`config.mk`:
```
export PLATFORM = sky130hd
export DESIGN_NAME = bus_lock_arbiter
export DESIGN_NICKNAME = d
export VERILOG_FILES = /design/src/rtl/bus_lock_arbiter.sv
export SDC_FILE = /design/constraint.sdc
export NUM_CORES = 1
export LEC_CHECK = 0
export BUFFER_PORTS_ARGS = -buffer_cell sky130_fd_sc_hd__buf_2
export CAP_MARGIN = 10
export CORE_AREA = 2 2 39 41
export CTS_CLUSTER_SIZE = 28
export DETAILED_ROUTE_END_ITERATION = 12
export DIE_AREA = 0 0 41 43
export GPL_ROUTABILITY_DRIVEN = 0
export PLACE_DENSITY = 0.55
export RECOVER_POWER = 50
export SLEW_MARGIN = 20
export SYNTH_ARGS = -nofsm -noshare
export SYNTH_HDL_FRONTEND = slang
export SYNTH_SLANG_ARGS = --single-unit
```
`constraint.sdc`:
```
create_clock -name clk -period 1.6 [get_ports clk]
set_input_delay 0.08 -clock clk [delete_from_list [all_inputs] [get_ports clk]]
set_output_delay 0.08 -clock clk [all_outputs]
set_load 0.02 [all_outputs]
```
`src/rtl/bus_lock_arbiter.sv`:
```
module bus_lock_arbiter #(
  parameter int N = 4,
  localparam int W = (N > 1) ? $clog2(N) : 1
) (
  input  logic         clk,
  input  logic         rst_n,
  input  logic [N-1:0] req,
  input  logic [N-1:0] lock,
  output logic [N-1:0] gnt
);

  logic [W-1:0] last_q;
  logic [W-1:0] pick;
  logic         found;
  logic         held;

  assign held = |(gnt & lock);

  always_comb begin
    found = 1'b0;
    pick  = last_q;
    for (int i = 1; i <= N; i++) begin
      if (!found && req[(int'(last_q) + i) % N]) begin
        found = 1'b1;
        pick  = W'((int'(last_q) + i) % N);
      end
    end
  end

  always_ff @(posedge clk or negedge rst_n) begin
    if (!rst_n) begin
      gnt    <= '0;
      last_q <= W'(N - 1);
    end else if (held) begin
      gnt    <= gnt;
    end else if (found) begin
      gnt       <= '0;
      gnt[pick] <= 1'b1;
      last_q    <= pick;
    end else begin
      gnt    <= '0;
    end
  end

endmodule


```
# Yosys cells after proc, flatten, opt, wreduce, memory -nomap -nowiden
# Index checks and enable logic that the tools add are counted.
[word_totals] output_inout_bits=4 register_bits=6 inputBits=10
[classes] muxes=23 reduce_logical=13 add_sub_neg=4 bitwise_logic=6 magnitude_cmp=6
[ops] op="3-bit by 4-bit < comparator with 1-bit output (second input constant)" count=4
[ops] op="1-bit 2-to-1 mux" count=13
[ops] op="1-bit binary-select mux with 2-bit select" count=4
[ops] op="2-bit 2-to-1 mux" count=4
[ops] op="2-bit OR reduction" count=4
[ops] op="2-bit by 1-bit adder with 2-bit output (second input constant)" count=2
[ops] op="2-bit adder (second input constant)" count=2
[ops] op="1-bit bitwise AND (first input constant)" count=4
[ops] op="4-bit bitwise AND" count=1
[ops] op="1-bit logical AND" count=4
[ops] op="4-bit 2-to-1 mux" count=1
[ops] op="4-bit OR reduction" count=1
[ops] op="1-bit zero test" count=3
[ops] op="2-bit by 3-bit < comparator with 1-bit output (second input constant)" count=1
[ops] op="1-bit demux with 2-bit select" count=1
[ops] op="2-bit by 1-bit >= comparator with 1-bit output (second input constant)" count=1
[ops] op="2-bit AND reduction" count=1
[ops] op="1-bit inverter" count=1

# Logic depth before layout (Yosys ltp)
[depth] depth_word=21 ltp_mapped=4 mapped_depth_nobuf=4

# Worst setup path before layout
# Ideal clock, no wire load.
[synth_timing] kind="reg2reg" start="register last_q[1]" end="register gnt[0]" synth_period_minus_slack_ns=1.332 arrival_time_ns=1.211 path_stages_with_launch=5 setup_ns=0.122 slack_ns=0.268 n_path_buf=0 required_ns=1.478 path_cell_list="dfstp_2 -> mux2i_1 -> nand2_1 -> and3_4 -> a32o_1"
[synth_between] elab_chain_cells=19
[synth_rtl] element="start: declaration" line="12" source="logic [W-1:0] last_q;"
[synth_rtl] element="start signal: assignment" line="33" source="last_q <= W'(N - 1);"
[synth_rtl] element="start signal: assignment" line="39" source="last_q <= pick;"
[synth_rtl] element="2-bit by 1-bit adder with 2-bit output" line="23, 25"
[synth_rtl] element="1-bit binary-select mux with 2-bit select" line="23" source="if (!found && req[(int'(last_q) + i) % N]) begin"
[synth_rtl] element="1-bit 2-to-1 mux (not written as such) (2 in a row)" line="23"
[synth_rtl] element="1-bit 2-to-1 mux" line="23"
[synth_rtl] element="1-bit zero test" line="23"
[synth_rtl] element="1-bit logical AND" line="23"
[synth_rtl] element="1-bit 2-to-1 mux" line="23"
[synth_rtl] element="1-bit zero test" line="23"
[synth_rtl] element="(+2 left out)"
[synth_rtl] element="1-bit zero test" line="23"
[synth_rtl] element="1-bit logical AND" line="23"
[synth_rtl] element="2-bit 2-to-1 mux" line="23"
[synth_rtl] element="2-bit by 3-bit < comparator with 1-bit output (not written as such) or 2-bit by 1-bit >= comparator with 1-bit output (tied branches)" line="38" source="gnt[pick] <= 1'b1;"
[synth_rtl] element="1-bit logical AND (not written as such)" line="38"
[synth_rtl] element="1-bit 2-to-1 mux (not written as such)" line="38"
[synth_rtl] element="1-bit demux with 2-bit select" line="38"
[synth_rtl] element="4-bit 2-to-1 mux (*)" line="36" source="end else if (found) begin"
[synth_rtl] element="end signal: assignment" line="35" source="gnt <= gnt;"
[synth_rtl] element="end: declaration" line="9" source="output logic [N-1:0] gnt"
# Every way passes the cells marked *; elsewhere a longest branch is shown, timed or not. The select of a mux whose other input is x is not followed.
# A chain may end at the register's enable or synchronous reset.

# Worst setup path in the final report
# Ends and elaborated chain as after synthesis.

==> results.py <==
metrics = {
    "critical_path": {
        "path_max_fanout": 7,
        "startpoint": "last_q[1]$_DFFE_PN1P_",
        "cp.required_ns": 1.73,
        "crit_chain": "mux2i_1, nand2_1, and3_4, a32o_1",
        "cp_top_family": "flip-flops",
        "r2r_start": "last_q[1]$_DFFE_PN1P_",
        "crit_path_max_incr_delay_ns": 0.58,
        "worstPathArrival_ns": 1.52,
        "setup.worst_path.end_class": "register",
        "rrSetupSlack_ns": 0.21,
        "cp_num_buf_inv": 0,
        "cp-start-kind": "register",
        "crit_type": "register to register",
        "slowest_stage": "dfstp_2",
    },
    "cells_and_area": {
        "final_cell_mix": "buf_2 (10), nand2_1 (8), clkbuf_1 (4), dfrtp_1 (4)",
        "antenna_cells": 0,
        "utilization_pct": 34.4,
        "final_common_cell": "buf_2",
        "final_area_um2": 477,
        "nets": 64,
        "syn_to_final_growth_pct": 32.8,
        "drive_above_1_share_pct": 41.5,
        "stdcell_count": 69,
    },
    "placed_design": {
        "port_buffers": 13,
        "post-dp-hpwl_um": 596,
        "placedInstanceArea_um2": 444,
        "dp_cells": 64,
        "place_ws_ns": 0.217,
    },
    "outcome": {
        "outcome": "completed",
    },
    "floorplan": {
        "io_pins": 14,
        "coreArea_mm2": 0.00138,
        "start_util_pct": 25.9,
        "die_y_um": 43,
        "fp.dieW_um": 41,
        "dieArea_mm2": 0.00176,
        "rows": 14,
    },
    "synth": {
        "synth_area_um2": 359,
        "synth_xor_xnor_area_share_pct": 0,
        "syn_avg_cell_area_um2": 10.3,
        "syn_inst": 35,
        "synth_mux_area_share_pct": 9.06,
        "yosysWarnings": 0,
        "synthSimpleGateAreaFrac_pct": 27.5,
        "synth-compound-area-share_pct": 20.9,
        "yosysSeqAreaShare_pct": 42.5,
        "synthAdderAreaFrac_pct": 0,
        "synthesis.nets": 45,
        "synth_top_family_by_area": "simple AND/OR/NAND/NOR gates",
        "synth-seq-cells": 6,
        "synth.distinct_cells": 18,
    },
    "power": {
        "p_per_area_mw_per_mm2": 1870,
        "power_uw": 891,
        "p_leak_nw": 0.222,
        "netSwitchingPower_uw": 350,
        "pwr-share-comb_pct": 47.8,
        "sequentialPowerShare_pct": 34.9,
        "netSwitchingFraction_pct": 39.3,
        "peakVddDrop_uv": 480,
        "clkPwrFrac_pct": 17.3,
        "internal-power_uw": 541,
    },
    "clock_network": {
        "clkSinkCount": 6,
        "cts_tree": "done",
        "cts_root_buffer": "clkbuf_4",
        "clk_latency_ns": 0.24,
        "cts_inserted_buffers": 3,
        "clockBufferDepth": 2,
        "postCtsSetupBuffers": 0,
        "post_cts_resized": 0,
        "htree_levels": 1,
        "clkTransAtPathRegs_ns": 0.05,
        "ctsHoldBuffers": 1,
    },
    "run": {
        "cap_violations": 0,
    },
    "global_routing": {
        "antenna_found_initial": 0,
        "grt_pass1_wl_mm": 1.21,
        "grt_max_degree": 8,
        "busiest_layer": "met2",
        "grt_pass1_vias": 305,
        "grt_use_met2_pct": 15.9,
        "grtUsageMet3_pct": 4.71,
        "gr-total-overflow": 0,
        "met1_usage_pct": 12.1,
        "grt_use_total_pct": 10.1,
    },
    "route": {
        "num_vias": 334,
        "first_pass_iters": 4,
        "via_per_inst": 4.84,
        "routed_wl_um": 714,
        "wire_per_inst_um": 10.3,
        "drtAntennaViolNets": 0,
        "drtIter0Drc": 5,
        "drc_errors": 0,
    },
    "sta": {
        "worstMarginPinSlew_ns": 0.339,
        "worst_slack_ns": 0.208,
        "fin_tns_setup_ns": 0,
        "finalCritPeriodShare_pct": 87.0,
        "drv_slew": 0,
        "rsz0062_at_grt": "false",
        "max_freq_mhz": 719,
        "hold_ws_ns": 0.246,
        "hold_viol": 0,
        "fin_skew_ns": 0.00504,
        "setup_viol": 0,
        "period_needed_ns": 1.39,
        "relSlewSlack_pct": 77.4,
    },
    "worst_hold_path": {
        "hold_class": "input pin to asynchronous set/reset pin",
    },
}
[logic make-up after synthesis]
logic type       Yosys count
AND/OR/NAND/NOR           18
flip-flops                 6
multiplexers               3
AO/OA/AOI/OAI              8
[synth_stat cells (all sizes together)]
master	count	share of area, %
nand2b	1	3.8
dfrtp	4	28
nor2	3	3.1
mux2	2	6.3
a22oi	2	4.2
nor3	1	1.4
nand3	3	5.6
a32o	2	5.6
a31oi	1	3.5
a21o	1	2.1
and3	1	3.1
dfstp	2	15
o31ai	2	5.6
nand3b	1	2.1
mux2i	1	2.8
nand2	8	8.4
[layout make-up]
cell class	count	area (um2)
tap	16	20.0
clock buffer	4	26.3
multi-input combinational	29	206
sequential	6	153
fill	150	907
timing repair buffer	14	71.3
[layer usage]
layer  up-vias  part of all wire [%]
met4         0                     0
met5         -                     0
met2        10                    49
met1       156                    44
met3         0                   7.0
li1        168                     -
[flip-flops by register name, indices dropped and copies added (netlist names)]
signal,flops
gnt,4
last_q,2
[power by group through the flow]
stage / Sequential (mW) / Combinational, mW / Clock [mW]
after floorplan: 0.346 / 0.296 / 0
after global placement: 0.313 / 0.432 / 0
after detailed placement: 0.313 / 0.436 / 0
after CTS: 0.311 / 0.438 / 0.161
after global routing: 0.324 / 0.478 / 0.172
final: 0.311 / 0.425 / 0.154
[worst paths after layout]
kind | endpoint | depth (start not counted)
setup / recovery | gnt[0]$_DFFE_PN0N_ | 4
hold / removal | gnt[3]$_DFFE_PN0N_ | 2
setup reg to reg | gnt[0]$_DFFE_PN0N_ | 4
hold reg to reg | gnt[2]$_DFFE_PN0N_ | 2
max in group asynchronous | last_q[0]$_DFFE_PN1P_ | 2
min in group clk | gnt[2]$_DFFE_PN0N_ | 4
Power figures use the tool's default switching activity.
